==> src/rtl/atae_pkg.sv <==
package atae_pkg;

    // Status byte bit positions
    localparam int ST_BSY  = 7;
    localparam int ST_DRDY = 6;
    localparam int ST_DF   = 5;
    localparam int ST_DSC  = 4;
    localparam int ST_DRQ  = 3;
    localparam int ST_ERR  = 0;

    localparam logic [7:0] ST_ABORT   = 8'h41;
    localparam logic [7:0] ERR_ABORT  = 8'h04;
    localparam logic [7:0] ST_ID_OPEN = 8'h58;
    localparam logic [7:0] ERR_RESET  = 8'h01;

    // Opcodes
    localparam logic [7:0] OP_PACKET   = 8'hA0;
    localparam logic [7:0] OP_PKT_IDENT = 8'hA1;
    localparam logic [7:0] OP_IDENT    = 8'hEC;
    localparam logic [7:0] OP_FEATURES = 8'hEF;

    // Device kinds
    localparam logic [1:0] KIND_NONE = 2'd0;
    localparam logic [1:0] KIND_DISK = 2'd1;
    localparam logic [1:0] KIND_PKT  = 2'd2;

    typedef enum logic [1:0] {
        ACT_ABORT,
        ACT_PKT,
        ACT_IDENT,
        ACT_FEAT
    } act_e;

    typedef enum logic [1:0] {
        M_IDLE,
        M_PKT_IN,
        M_IDENT
    } mode_e;

    function automatic logic [7:0] st_clear_fault(input logic [7:0] st);
        logic [7:0] r;
        r = st;
        r[ST_BSY] = 1'b0;
        r[ST_DF]  = 1'b0;
        r[ST_ERR] = 1'b0;
        return r;
    endfunction

    function automatic logic kind_present(input logic [1:0] k);
        return (k == KIND_DISK) || (k == KIND_PKT);
    endfunction

endpackage

==> src/rtl/atae_cmd_decode.sv <==
module atae_cmd_decode
    import atae_pkg::*;
(
    input  logic [7:0] op,
    input  logic [1:0] kind,
    output act_e       act
);

    always_comb begin
        case (op)
            OP_PACKET:    act = (kind == KIND_PKT)  ? ACT_PKT   : ACT_ABORT;
            OP_PKT_IDENT: act = ACT_IDENT;
            OP_IDENT:     act = (kind == KIND_DISK) ? ACT_IDENT : ACT_ABORT;
            OP_FEATURES:  act = ACT_FEAT;
            default:      act = ACT_ABORT;
        endcase
    end

endmodule

==> src/rtl/atae_wordbuf.sv <==
module atae_wordbuf #(
    parameter int WORDS = 256,
    localparam int AW = $clog2(WORDS)
) (
    input  logic          clk,
    input  logic          pre_we,
    input  logic [AW-1:0] pre_addr,
    input  logic [15:0]   pre_data,
    input  logic          eng_we,
    input  logic [AW-1:0] eng_addr,
    input  logic [15:0]   eng_data,
    input  logic [AW-1:0] rd_addr,
    output logic [15:0]   rd_data
);

    logic [15:0] mem_q [WORDS];

    // Engine writes take priority over preload writes
    always_ff @(posedge clk) begin
        if (eng_we) begin
            mem_q[eng_addr] <= eng_data;
        end else if (pre_we) begin
            mem_q[pre_addr] <= pre_data;
        end
    end

    assign rd_data = mem_q[rd_addr];

endmodule

==> src/rtl/atae_engine.sv <==
module atae_engine
    import atae_pkg::*;
#(
    parameter int BUF_BYTES = 512,
    parameter int PKT_BYTES = 12,
    parameter int ID_BYTES  = 512,
    localparam int WORDS = BUF_BYTES / 2,
    localparam int AW    = $clog2(WORDS),
    localparam int IW    = $clog2(BUF_BYTES) + 1
) (
    input  logic          clk,
    input  logic          rst_n,
    input  logic [1:0]    dev_kind,
    input  logic          cmd_we,
    input  logic [7:0]    cmd_op,
    input  logic          data_we,
    input  logic [15:0]   data_wr,
    input  logic          data_re,
    output logic [15:0]   data_rd,
    input  logic          pre_we,
    input  logic [AW-1:0] pre_addr,
    input  logic [15:0]   pre_data,
    output logic [7:0]    status,
    output logic [7:0]    error,
    output logic          irq,
    output logic          pkt_done,
    output logic [IW-1:0] xfer_index
);

    localparam logic [IW-1:0] STEP    = IW'(2);
    localparam logic [IW-1:0] PKT_LEN = IW'(PKT_BYTES);
    localparam logic [IW-1:0] ID_LEN  = IW'(ID_BYTES);

    typedef struct packed {
        logic [7:0]    status;
        logic [7:0]    err;
        mode_e         mode;
        logic [IW-1:0] idx;
        logic [IW-1:0] len;
        logic          irq;
        logic          pkt_done;
    } eng_s;

    eng_s s_d, s_q;

    act_e          act;
    logic          buf_we;
    logic [AW-1:0] word_addr;
    logic [15:0]   rd_word;
    logic [IW-1:0] idx_next;
    logic          present;

    atae_cmd_decode u_dec (
        .op   (cmd_op),
        .kind (dev_kind),
        .act  (act)
    );

    assign word_addr = s_q.idx[AW:1];

    atae_wordbuf #(.WORDS(WORDS)) u_buf (
        .clk      (clk),
        .pre_we   (pre_we),
        .pre_addr (pre_addr),
        .pre_data (pre_data),
        .eng_we   (buf_we),
        .eng_addr (word_addr),
        .eng_data (data_wr),
        .rd_addr  (word_addr),
        .rd_data  (rd_word)
    );

    assign present  = kind_present(dev_kind);
    assign idx_next = s_q.idx + STEP;

    always_comb begin
        s_d          = s_q;
        s_d.irq      = 1'b0;
        s_d.pkt_done = 1'b0;
        buf_we       = 1'b0;

        if (cmd_we) begin
            unique case (act)
                ACT_PKT: begin
                    // open packet reception, no interrupt
                    s_d.status           = st_clear_fault(s_q.status);
                    s_d.status[ST_DRQ]   = 1'b1;
                    s_d.idx              = '0;
                    s_d.len              = PKT_LEN;
                    s_d.mode             = M_PKT_IN;
                end
                ACT_IDENT: begin
                    // open identify read transfer
                    s_d.status = ST_ID_OPEN;
                    s_d.err    = '0;
                    s_d.idx    = '0;
                    s_d.len    = ID_LEN;
                    s_d.mode   = M_IDENT;
                    s_d.irq    = 1'b1;
                end
                ACT_FEAT: begin
                    // edit named bits only
                    s_d.status          = st_clear_fault(s_q.status);
                    s_d.status[ST_DRDY] = 1'b1;
                    s_d.status[ST_DSC]  = 1'b1;
                    s_d.irq             = 1'b1;
                end
                default: begin
                    // abort
                    s_d.status = ST_ABORT;
                    s_d.err    = ERR_ABORT;
                    s_d.mode   = M_IDLE;
                    s_d.irq    = 1'b1;
                end
            endcase
        end else if (data_we && s_q.mode == M_PKT_IN) begin
            // store word, advance, hand off at the end
            buf_we  = 1'b1;
            s_d.idx = idx_next;
            if (idx_next >= s_q.len) begin
                s_d.status[ST_DRQ] = 1'b0;
                s_d.mode           = M_IDLE;
                s_d.pkt_done       = 1'b1;
            end
        end else if (data_re && s_q.mode == M_IDENT && present) begin
            // forced status bits while streaming
            s_d.status          = st_clear_fault(s_q.status);
            s_d.status[ST_DRDY] = 1'b1;
            s_d.status[ST_DSC]  = 1'b1;
            s_d.idx             = idx_next;
            if (idx_next >= s_q.len) begin
                // transfer complete
                s_d.status[ST_DRQ] = 1'b0;
                s_d.mode           = M_IDLE;
            end
        end
    end

    always_ff @(posedge clk) begin
        if (!rst_n) begin
            s_q.status   <= 8'h00;
            s_q.err      <= ERR_RESET;
            s_q.mode     <= M_IDLE;
            s_q.idx      <= '0;
            s_q.len      <= '0;
            s_q.irq      <= 1'b0;
            s_q.pkt_done <= 1'b0;
        end else begin
            s_q <= s_d;
        end
    end

    // zeros unless an identify stream is open on a present device
    assign data_rd    = (s_q.mode == M_IDENT && present) ? rd_word : 16'h0000;
    assign status     = s_q.status;
    assign error      = s_q.err;
    assign irq        = s_q.irq;
    assign pkt_done   = s_q.pkt_done;
    assign xfer_index = s_q.idx;

endmodule

==> config.mk <==
export PLATFORM = sky130hd
export DESIGN_NAME = atae_engine
export DESIGN_NICKNAME = d
export VERILOG_FILES = /design/src/rtl/atae_pkg.sv /design/src/rtl/atae_cmd_decode.sv /design/src/rtl/atae_wordbuf.sv /design/src/rtl/atae_engine.sv
export SDC_FILE = /design/constraint.sdc
export NUM_CORES = 2
export LEC_CHECK = 0
export BUFFER_PORTS_ARGS = -buffer_cell sky130_fd_sc_hd__buf_2
export CORE_UTILIZATION = 55
export CTS_CLUSTER_DIAMETER = 30
export DETAILED_ROUTE_END_ITERATION = 16
export PLACE_DENSITY = 0.71
export SLEW_MARGIN = 20
export SYNTH_ARGS = -nofsm -noshare
export SYNTH_HDL_FRONTEND = slang
export SYNTH_SLANG_ARGS = --single-unit
export TNS_END_PERCENT = 100
==> constraint.sdc <==
create_clock -name clk -period 6.43 [get_ports clk]
set_input_delay 0.3215 -clock clk [delete_from_list [all_inputs] [get_ports clk]]
set_output_delay 0.3215 -clock clk [all_outputs]
set_load 0.05 [all_outputs]
Word level (Yosys, flattened, before mapping)
Memory sizes are Yosys's and may differ from the RTL's. A register that Yosys moved wholly into a read port is not among the register bits.
Index checks and enable logic that the tools add are counted.
- magnitude comparators: 1
- bitwise operators: 5
- mux-type cells: 32
- equal/unequal tests: 15
- reduce and logical (&&, ||, !) cells: 19
- add/sub/neg operators: 1
- operator list (cell ; count):
    $mux 8 ; 5
    $pmux 20 s2 ; 1
    $mux 12 ; 3
    $eq 8x8->1 const B ; 4
    $mux 16 ; 2
    $pmux 7 s3 ; 1
    $pmux 8 s2 ; 1
    $reduce_or 16->1 ; 1
    $mux 1 ; 13
    $reduce_and 2->1 ; 6
    $add 10x2->10 const B ; 1
    $ge 10x10->1 ; 1
    $eq 2x2->1 const B ; 4
    $pmux 2 s4 ; 1
    $eq 2x1->1 const B ; 3
    $ne 2x2->1 const B ; 3
    $pmux 2 s3 ; 1
    $reduce_and 3->1 ; 2
    $not 1->1 ; 5
    $logic_and 1x1->1 ; 4
    $mux 2 ; 2
    $mux 4 ; 1
    $reduce_bool 2->1 ; 2
    $mux 3 ; 1
    other kinds (5) ; 5
- RAM bits: 4096
- memories: 1
- bits in registers: 40
- output and inout port bits: 44
- word-level logic and storage cells: 84
- memories (name ; words ; width ; rd ports ; clocked after Yosys merged registers in ; wr ports ; line ; source):
    u_buf.mem_q ; 256 ; 16 ; 1 ; 1 ; 1 ; atae_wordbuf.sv:16 ; logic [15:0] mem_q [WORDS];

Depth between registers and ports, before layout
- word-level depth: 8
- mapped depth: 12
- gate-level depth less buffers: 12

By module
Synthesis repeated with hierarchy kept, for this count alone.
- cells, all modules: 7497
- area, all modules: 159605.6 sq um
- by module, submodules not included (module ; cells each ; times used ; area each (sq um)):
    atae_wordbuf ; 7292 ; 1 ; 157891.4
    atae_engine ; 193 ; 1 ; 1631.6
    atae_cmd_decode ; 12 ; 1 ; 82.6

Worst setup path before layout
Ideal clock, no wire load.
- path type: in2reg
- start: input port cmd_we
- end: memory u_buf.mem_q[0][10] (data pin)
- cell stages on the path: 8
- path buffers: 4
- required time: 5.607 ns
- slack: 1.075 ns
- arrival time: 4.533 ns
- cell sequence: and4bb_2 nand2b_1 buf_4 buf_6 buf_2 buf_1 nand2_1 nand2_1
- cells in the longest elaborated chain, start to end: 5
- ends and longest elaborated chain (what ; line ; source):
    from (decl) ; atae_engine.sv:14 ; input logic cmd_we,
    $mux 1 ; atae_engine.sv:82 ; if (cmd_we) begin
    $mux 1 ; atae_wordbuf.sv:20 ; if (eng_we) begin
    $mux 1 (not written as such) ; atae_wordbuf.sv:23 ; mem_q[pre_addr] <= pre_data;
    $reduce_or 16->1 (no line) ; -- ;
    $mux 16 (no line) ; -- ;
    to (decl) ; atae_wordbuf.sv:16 ;
No other way between the ends.

==> results.cfg <==
[run_status]
status = finished with violations
violations = hold timing, setup timing

[synthesis]
yosys_warnings = 0
async_reset_ff_share_pct = 0
synth.distinct_cells = 89
muxShareOfSynthArea_pct = 14.3
synth_cells = 7919
yosysTopAreaCell = edfxtp_1
synth_top_family_by_area = multiplexers
synth_ff_type = edfxtp_1
synthAdderAreaFrac_pct = 0.0929
synth_xor_area_share_pct = 0.0163
syn_avg_cell_area_um2 = 20.4
synth-simple-area-share_pct = 3.09
synth_edf_count = 4096
yosysTopAreaCellShare_pct = 76.1
synth-seq-cells = 4125
synth.yosys.seq_area_share_pct = 76.5
syn_area_mm2 = 0.162
synth.area.top_cells = edfxtp_1 76%, mux4_2 9.0%, mux2i_1 3.6%, mux4_1 1.5%, nor2_1 0.99%
synth_compound_area_share_pct = 3.75

[setup_path]
slowest_delay_ns = 1.06
worstSetupEndpoint = data_rd[8]
required_ns = 6.11
crit_arrival_ns = 6.17
critPathKind = reg2out
start_kind = flop
crit_path_top_delay_cell = a2111oi_0
r2r_slack_ns = 1.88
cp_common_cell = o22ai_1
worstPathCellList = nand2_8 > buf_4 > o221ai_1 > o22ai_1 > a2111oi_0 > nand3_1 > o22ai_1 > buf_2
r2r_end = u_buf.mem_q[235][5]$_DFFE_PP_
worstPathMaxFanout = 58
worstRegToRegCells = 8
r2r_start = s_q[22]$_SDFFE_PN0P_
end_kind = primary output

[cells_and_area]
drive_gt1_share_pct = 25.9
fin_cells = 13100
nets = 8726
final_common_cell = edfxtp_1
final_util_pct = 65.3
final_cell_area_mm2 = 0.190
final_cell_mix = 4096 x edfxtp_1, 645 x mux4_2, 641 x clkbuf_16
area_growth_syn_to_layout_pct = 17.8

[global_route]
gr-usage-all-layers_pct = 31.3
antenna_found_initial = 42
grt_pass1_vias = 86900
grt_max_degree = 193
overflow = 0
grt_pass1_wl_mm = 649

[sta]
final_hold_viol_count = 1
tightest_slew_ns = 1.33
grt_setup_unrepaired = no
finClkSkew_ns = 0.0642
layout_min_cycle_time_ns = 6.49
postLayoutSetupSlackWorst_ns = -0.0617
hold-worst-slack_ns = -0.0290
slew_headroom_pct = 10.8
slew_violations = 0
finalCritPeriodShare_pct = 101
setup_violations = 1
fmax_mhz = 154

[placement]
hpwl_mm = 279
dp_slack_ns = 0.635
io_buffers = 88
gp_congestion = 0.976
place_area_mm2 = 0.168
dp_cells = 11900

[power_and_ir_drop]
irDropWorstVdd_mv = 0.283
p_clk_share_pct = 52.5
power_density_mw_per_mm2 = 355
internal_power_uw = 52700
p_comb_share_pct = 3.3
power_leakage_uw = 0.0604
sw_frac_of_total_pct = 22.0
power_switching_uw = 14900
seqPwrFrac_pct = 44.2

[route]
remaining_drc_errors = 0
ant_nets = 0
routedWlPerCell_um = 35.4
via_count = 88800
drtIter0Drc = 14700
vias_per_cell = 6.77
dr.pass1.iters = 6
finalWirelength_mm = 465

[cts]
numCtsBuffers = 639
cts_setup_buffers = 0
path_clk_slew_ns = 0.05
cts_root_buffer = clkbuf_16
h-tree-depth = 6
clockBufferDepth = 4
clk_latency_ns = 1.08
cts_tree = yes
clock-sinks = 4125

[die]
die_y_um = 544
ios = 100
rows = 198
initial_core_util_pct = 55.4
die_w_um = 544
fp.dieArea_mm2 = 0.296
core_mm2 = 0.292

[worst_hold_path]
hp-class = in2reg

[run]
max-cap-violations = 0
cell usage after synthesis, types with 22 or more instances:
cell       number
a22oi_1        85
buf_4          70
a211oi_1       46
buf_8          37
nor4_1         54
mux4_1         93
mux4_2        645
o22ai_1       153
mux2i_1       584
clkbuf_1      117
a31oi_1        22
mux2_2         22
edfxtp_1     4096
buf_2         152
nor3_1         95
nand2_1       226
buf_6          59
buf_12         24
a21oi_1       140
nand3_1        51
o221ai_1      132
or3_1          35
a2111oi_0      43
nor2_1        426
dfxtp_1        29
o21ai_0       103
nand4_1        26
critical path, delay by kind of cell, from the launching register on:
| family | cells | cell delay (ns) |
|---|---|---|
| compound gates | 4 | 2.37 |
| buf+inv | 2 | 0.84 |
| flops | 1 | 0.83 |
| simple gates | 2 | 1.03 |
registers in the layout, summed over array words and instances (netlist names), named ones only:
register     cells
pkt_done         1
xfer_index       9
s_q              4
status           4
u_buf.mem_q   4096
irq              1
error            2
power by group through the flow:
stage | Combinational, uW | Sequential [uW] | Clock (uW)
after floorplan | 1410 | 30600 | 0
after global placement | 2070 | 30400 | 0
after detailed placement | 2140 | 30400 | 0
after CTS | 2170 | 29900 | 35600
after global routing | 2280 | 29900 | 36800
final | 2200 | 29900 | 35500
per-layer routing:
layer | part of all wire (%) | track usage [%] | up-vias
met4 | 5.5 | 16.0 | 50
met1 | 36 | 42.6 | 45900
met3 | 14 | 9.48 | 1176
met2 | 45 | 46.0 | 6919
met5 | 0.074 | 0 | -
li1 | - | - | 34700
kinds of logic (layout without fill, tap and decap cells):
group / after synthesis / count (layout)
AOI/OAI and AO/OA: 860 / 860
xor gates and xnor gates: 3 / 3
adders and majority gates: 12 / 12
buffers and inverters: 513 / 1778
DFF: 4125 / 4125
muxes: 1344 / 1344
other: 1 / 38
and+or+nand+nor: 1061 / 1061
area by class of cell:
type | count | area (um2)
Sequential cell | 4125 | 124000
Fill cell | 18400 | 101000
Multi-Input combinational cell | 3291 | 34600
Clock buffer | 702 | 16300
Clock inverter | 475 | 6180
Tap cell | 3900 | 4880
Timing Repair Buffer | 584 | 4750
Inverter | 17 | 71.3
Antenna cell | 27 | 67.6
per-stage QoR:
step	hold slack (ns)	setup TNS [ns]	total power, uW
global placement	0.436	0	32500
finish	-0.0290	-0.0617	67600
global route	0.000197	0	68900
detailed placement	0.446	0	32600
CTS	0.00634	0	67700
floorplan	0.423	0	32000
worst min path at each step:
stage | from | endpoint | slack, ns | cells past startpoint
CTS | pre_data[5] | u_buf.mem_q[80][5]$_DFFE_PP_ | 0.006 | 3
finish | pre_data[11] | u_buf.mem_q[212][11]$_DFFE_PP_ | -0.03 | 3
detailed placement | error[0]$_SDFFE_PN1P_ | error[0]$_SDFFE_PN1P_ | 0.45 | 2
floorplan | error[0]$_SDFFE_PN1P_ | error[0]$_SDFFE_PN1P_ | 0.42 | 2
global route | pre_data[11] | u_buf.mem_q[212][11]$_DFFE_PP_ | 0.0002 | 3
global placement | error[0]$_SDFFE_PN1P_ | error[0]$_SDFFE_PN1P_ | 0.44 | 2
repair_timing:
action	in CTS	in global routing
resized for setup	2	0
setup endpoints to repair	1	0
hold buffers	17	0
hold endpoints to repair	59	0
No activity file was read; power rests on OpenSTA's default activity.
